$ cat src/rtl/ls_agu_pkg.sv
// Package: shared widths and the offset-source encoding for the address generator.
// Assumes a byte-addressed 32-bit datapath.
package ls_agu_pkg;
    localparam int unsigned AGU_DATA_W = 32;
    localparam int unsigned AGU_IMM_W  = 12;

    typedef enum logic {
        OFF_SRC_IMM = 1'b0,
        OFF_SRC_REG = 1'b1
    } off_src_e;
endpackage

$ cat src/rtl/ls_off_sel.sv
// Module: ls_off_sel
// Forms the byte offset: either a zero-extended immediate magnitude or a
// left-shifted index value. Assumes SHAMT_W bits cover 0..DATA_W-1.
module ls_off_sel #(
    parameter int unsigned DATA_W  = 32,
    parameter int unsigned IMM_W   = 12,
    parameter int unsigned SHAMT_W = $clog2(DATA_W)
) (
    input  ls_agu_pkg::off_src_e src,
    input  logic [IMM_W-1:0]     imm,
    input  logic [DATA_W-1:0]    idx,
    input  logic [SHAMT_W-1:0]   shamt,
    output logic [DATA_W-1:0]    offset
);
    localparam int unsigned PAD_W = DATA_W - IMM_W;

    logic [DATA_W-1:0] imm_ext;
    logic [DATA_W-1:0] idx_shl;

    // Zero-extend the immediate magnitude to the datapath width.
    always_comb imm_ext = {{PAD_W{1'b0}}, imm};

    // Shift the index; bits beyond the top are dropped.
    always_comb idx_shl = idx << shamt;

    // Choose the offset source.
    always_comb begin
        if (src == ls_agu_pkg::OFF_SRC_REG) offset = idx_shl;
        else                                offset = imm_ext;
    end
endmodule

$ cat src/rtl/ls_addsub.sv
// Module: ls_addsub
// Adds or subtracts the offset from the base, wrapping at DATA_W bits.
// Subtraction uses the inverted operand with a carry-in of one.
module ls_addsub #(
    parameter int unsigned DATA_W = 32
) (
    input  logic [DATA_W-1:0] base,
    input  logic [DATA_W-1:0] offset,
    input  logic              up,
    output logic [DATA_W-1:0] sum
);
    logic [DATA_W-1:0] opnd;

    // Invert the offset when subtracting.
    always_comb opnd = up ? offset : ~offset;

    // Single adder with carry-in selecting subtract.
    always_comb sum = base + opnd + {{(DATA_W-1){1'b0}}, ~up};
endmodule

$ cat src/rtl/ls_idx_mux.sv
// Module: ls_idx_mux
// Applies the indexing mode: picks the access address and the writeback
// enable. Assumes the sum is already formed upstream.
module ls_idx_mux #(
    parameter int unsigned DATA_W = 32
) (
    input  logic [DATA_W-1:0] base,
    input  logic [DATA_W-1:0] sum,
    input  logic              post,
    input  logic              wb_req,
    output logic [DATA_W-1:0] addr,
    output logic [DATA_W-1:0] wb_data,
    output logic              wb_en
);
    // Post-indexed accesses use the old base; pre-indexed use the sum.
    always_comb addr = post ? base : sum;

    // The updated base is always the sum.
    always_comb wb_data = sum;

    // Post-indexing forces writeback; pre-indexing follows the request.
    always_comb wb_en = post | wb_req;
endmodule

$ cat src/rtl/ls_addr_gen.sv
// Module: ls_addr_gen (top)
// Combinational effective-address and base-update generator for single
// register loads and stores. No clock: outputs follow inputs in-cycle.
// Assumes register-file access and alignment checks live elsewhere.
module ls_addr_gen #(
    parameter int unsigned DATA_W  = ls_agu_pkg::AGU_DATA_W,
    parameter int unsigned IMM_W   = ls_agu_pkg::AGU_IMM_W,
    parameter int unsigned SHAMT_W = $clog2(DATA_W)
) (
    input  logic [DATA_W-1:0]  base_val,
    input  logic               off_is_reg,
    input  logic [IMM_W-1:0]   imm_off,
    input  logic [DATA_W-1:0]  idx_val,
    input  logic [SHAMT_W-1:0] idx_shamt,
    input  logic               dir_up,
    input  logic               post_idx,
    input  logic               wb_req,
    output logic [DATA_W-1:0]  acc_addr,
    output logic [DATA_W-1:0]  wb_val,
    output logic               wb_en
);
    ls_agu_pkg::off_src_e src;
    logic [DATA_W-1:0]    offset;
    logic [DATA_W-1:0]    sum;

    // Map the raw select bit onto the offset-source type.
    always_comb src = ls_agu_pkg::off_src_e'(off_is_reg);

    ls_off_sel #(.DATA_W(DATA_W), .IMM_W(IMM_W), .SHAMT_W(SHAMT_W)) u_off (
        .src(src), .imm(imm_off), .idx(idx_val), .shamt(idx_shamt), .offset(offset)
    );

    ls_addsub #(.DATA_W(DATA_W)) u_add (
        .base(base_val), .offset(offset), .up(dir_up), .sum(sum)
    );

    ls_idx_mux #(.DATA_W(DATA_W)) u_mux (
        .base(base_val), .sum(sum), .post(post_idx), .wb_req(wb_req),
        .addr(acc_addr), .wb_data(wb_val), .wb_en(wb_en)
    );

    // Cross-check the outputs of the mode mux against the operands.
    always_comb begin

        post_addr_chk: assert (!post_idx || acc_addr == base_val);

        pre_addr_chk: assert (post_idx || acc_addr == wb_val);

        post_wb_chk: assert (!post_idx || wb_en);

        zero_off_chk: assert (off_is_reg || imm_off != '0 || wb_val == base_val);

        up_zero_chk: assert (!dir_up || offset != '0 || sum == base_val);
    end
endmodule

$ cat config.mk
export PLATFORM = sky130hd
export DESIGN_NAME = ls_addr_gen
export DESIGN_NICKNAME = d
export VERILOG_FILES = /design/src/rtl/ls_agu_pkg.sv /design/src/rtl/ls_off_sel.sv /design/src/rtl/ls_addsub.sv /design/src/rtl/ls_idx_mux.sv /design/src/rtl/ls_addr_gen.sv
export SDC_FILE = /design/constraint.sdc
export NUM_CORES = 1
export LEC_CHECK = 0
export BUFFER_PORTS_ARGS = -buffer_cell sky130_fd_sc_hd__buf_2
export CAP_MARGIN = 20
export CELL_PAD_IN_SITES_DETAIL_PLACEMENT = 1
export CELL_PAD_IN_SITES_GLOBAL_PLACEMENT = 1
export CORE_MARGIN = 8
export CORE_UTILIZATION = 38
export DETAILED_ROUTE_END_ITERATION = 12
export MAX_ROUTING_LAYER = met4
export PLACE_DENSITY = 0.89
export SLEW_MARGIN = 20
export SYNTH_ARGS = -nofsm -noshare
export SYNTH_HDL_FRONTEND = slang
export SYNTH_SLANG_ARGS = --single-unit
$ cat constraint.sdc
create_clock -name vclk -period 4.7
set_input_delay 0.235 -clock vclk [all_inputs]
set_output_delay 0.235 -clock vclk [all_outputs]
set_load 0.01 [all_outputs]
==> impl_metrics.tcl <==
set metrics [dict create \
    layout_worst_path_cycle_share_pct 95.1 \
    gr-usage-all-layers_pct 21.8 \
    number_of_global_route_vias_before_repair 5586 \
    antenna_cells 0 \
    router_iterations_before_antenna_repair 5 \
    crit_path_start "idx_shamt[1]" \
    synth_xor_xnor_area_share_pct 11.5 \
    sequential_cell_area_sq_um 0 \
    syn_to_final_growth_pct 20.7 \
    crit_chain "clkbuf_4, mux4_2, nor2b_1, a31oi_1, mux2i_1, a22oi_1, xor2_1, ha_1, a21oi_1, o21ai_0, a21oi_1, o31ai_1, o21ai_0, nor4b_1, a221oi_1, buf_2" \
    syn_nets 726 \
    maxCapViolations 0 \
    fp.dieH_um 125 \
    detail_route.drc_violations 0 \
    reported_leakage_power_nw 2.46 \
    fp.dieArea_sq_um 15700 \
    instances_no_fill 886 \
    detail_route.vias_per_cell 5.96 \
    worst-path-max-fanout 31 \
    timing.setup.critical_path_class "primary input to output pin" \
    compound_gate_fraction_of_synth_area_pct 27.0 \
    timing.critical_path.max_delay_family "compound AO/OA/AOI/OAI gates" \
    antenna_found_initial 0 \
    adder_cell_area_share_of_the_yosys_netlist_pct 9.53 \
    synth.area.mux_share_pct 26.4 \
    count_of_placed_standard_cells_including_taps 886 \
    yosysWarnings 0 \
    finalCriticalPeriod_ns 4.47 \
    post_synth_simple_gate_area_pct 19.5 \
    final_sum_of_negative_setup_slack_ns 0 \
    timing.critical_path.from_type "primary input" \
    post_dp_cell_area_sq_um 5440 \
    place.port_buffers 150 \
    floorplan.initialDensity_pct 38.3 \
    grt_pass1_wl_um 28500 \
    synth_top_family_by_area "compound AO/OA/AOI/OAI gates" \
    most_frequent_standard_cell_in_the_layout_excluding_fill_and_tap_cells "buf_2" \
    crit_path_max_incr_delay_ns 0.47 \
    core_area_sq_um 11900 \
    required_ns 4.47 \
    path_buf_inv 2 \
    postCtsSetupBuffers 0 \
    antenna_left 0 \
    final-max-slew-violation-count 0 \
    globalplace.congestion 1.01 \
    hold_path.startpoint "wb_req" \
    pin_count_of_the_biggest_net_entering_global_routing 39 \
    critical-path-slowest-cell "o31ai_1" \
    syn_area_sq_um 4540 \
    detailed_place_hpwl_um 15100 \
    drt-initial-drc-count 267 \
    floorplan.io_pins 150 \
    core.rowCount 40 \
    post_route_cells_drive_above_1_share_pct 32.7 \
    worstHoldPathType "primary input to output pin" \
    wl_per_cell_um 19.8 \
    maximum_vdd_drop_mv 0.0687 \
    synth_area_per_cell_sq_um 7.48 \
    status "finished clean" \
    final-setup-viol-count 0 \
    worstMarginPinSlew_ns 0.889 \
    ys_seq_area_share_pct 0 \
    endpoint_kind "output pin" \
    finish.net_count 860 \
    synth_cells 607 \
    finalInstanceArea_sq_um 5480 \
    timing.critical_path.arrival_ns 4.23 \
    seq_cells 0 \
    p_per_area_nw_per_um2 217 \
    relative_max_transition_margin_pct 40.4 \
    gr-total-overflow 0 \
    clock.fmax_ghz 0.224 \
    die_w_um 125 \
    detailroute.via_count 5281 \
    hold_worst_slack_ns 0.745 \
    fillers 1546 \
    post_synth_num_cell_types 69 \
    route.final.wire_length_um 17500 \
    layout_common_cells "148 x buf_2, 80 x nand2_1, 58 x nor2_1" \
    final.clkbuf_count 0 \
    finalHoldViolations 0 \
]
## path summary, 6_finish.rpt
check | end | slack, ns | depth (start not counted)
max | acc_addr[25] | 0.23 | 16
min | wb_en | 0.74 | 3
## synth_stat cells (16+ instances only)
library cell,instances,area share (%)
a21oi_1,37,4.1
mux2_2,27,6.7
xor2_1,29,5.6
clkbuf_1,23,1.9
ha_1,33,9.1
o21ai_0,23,2.5
inv_1,16,1.3
nand2_1,80,6.6
mux4_2,22,11
nor2_1,58,4.8
mux2i_1,40,8.8
xnor2_1,29,5.6
## cell type report
class	instances	area (sq um)	share of cell area [%]
inverter	18	67.6	1.23
multi-input combinational	548	4300	78.4
timing repair buffer	173	932	17.0
tap	147	184	3.35
## per-layer routing
metal / wire, um / up-vias / part of all wire (%) / global-route usage [%]
li1: - / 2523 / - / -
met3: 856 / 24 / 4.9 / 3.19
met1: 7660 / 2574 / 44 / 25.9
met2: 8700 / 160 / 50 / 38.6
met5: 0 / - / 0 / -
met4: 329 / 0 / 1.9 / 4.08
## kinds of logic (layout without fill, tap and decap cells)
family          after synthesis  count (layout)
buf+inv                      59             191
compound gates              172             172
mux                          89              89
xor+xnor                     59              59
simple gates                194             194
fa+ha+maj                    34              34
## tightest hold or removal path: stages
cell and delay (ns):
buf_2 0.07, or2_2 0.08, buf_2 0.12
## power by group
part           internal, mW  switching (mW)
clock network             0               0
logic                 0.502           0.686
registers                 0               0
## timing repair
action,4_1_cts,5_1_grt
pin swaps,0,1
hold buffers,0,0
resized for setup,1,8
hold endpoints to repair,0,0
setup endpoints to repair,5,22
## metrics by stage
step / total power [mW] / utilization, % / worst slack (ns)
after detailed placement: 1.17 / 45.9 / -0.0970
final: 1.19 / 46.2 / 0.232
after CTS: 1.18 / 45.9 / 0.0827
after floorplan: 0.760 / - / 0.529
after global routing: 1.29 / 46.2 / -0.0136
after global placement: 1.14 / 45.9 / 0.140
Power figures use the tool's default switching activity.
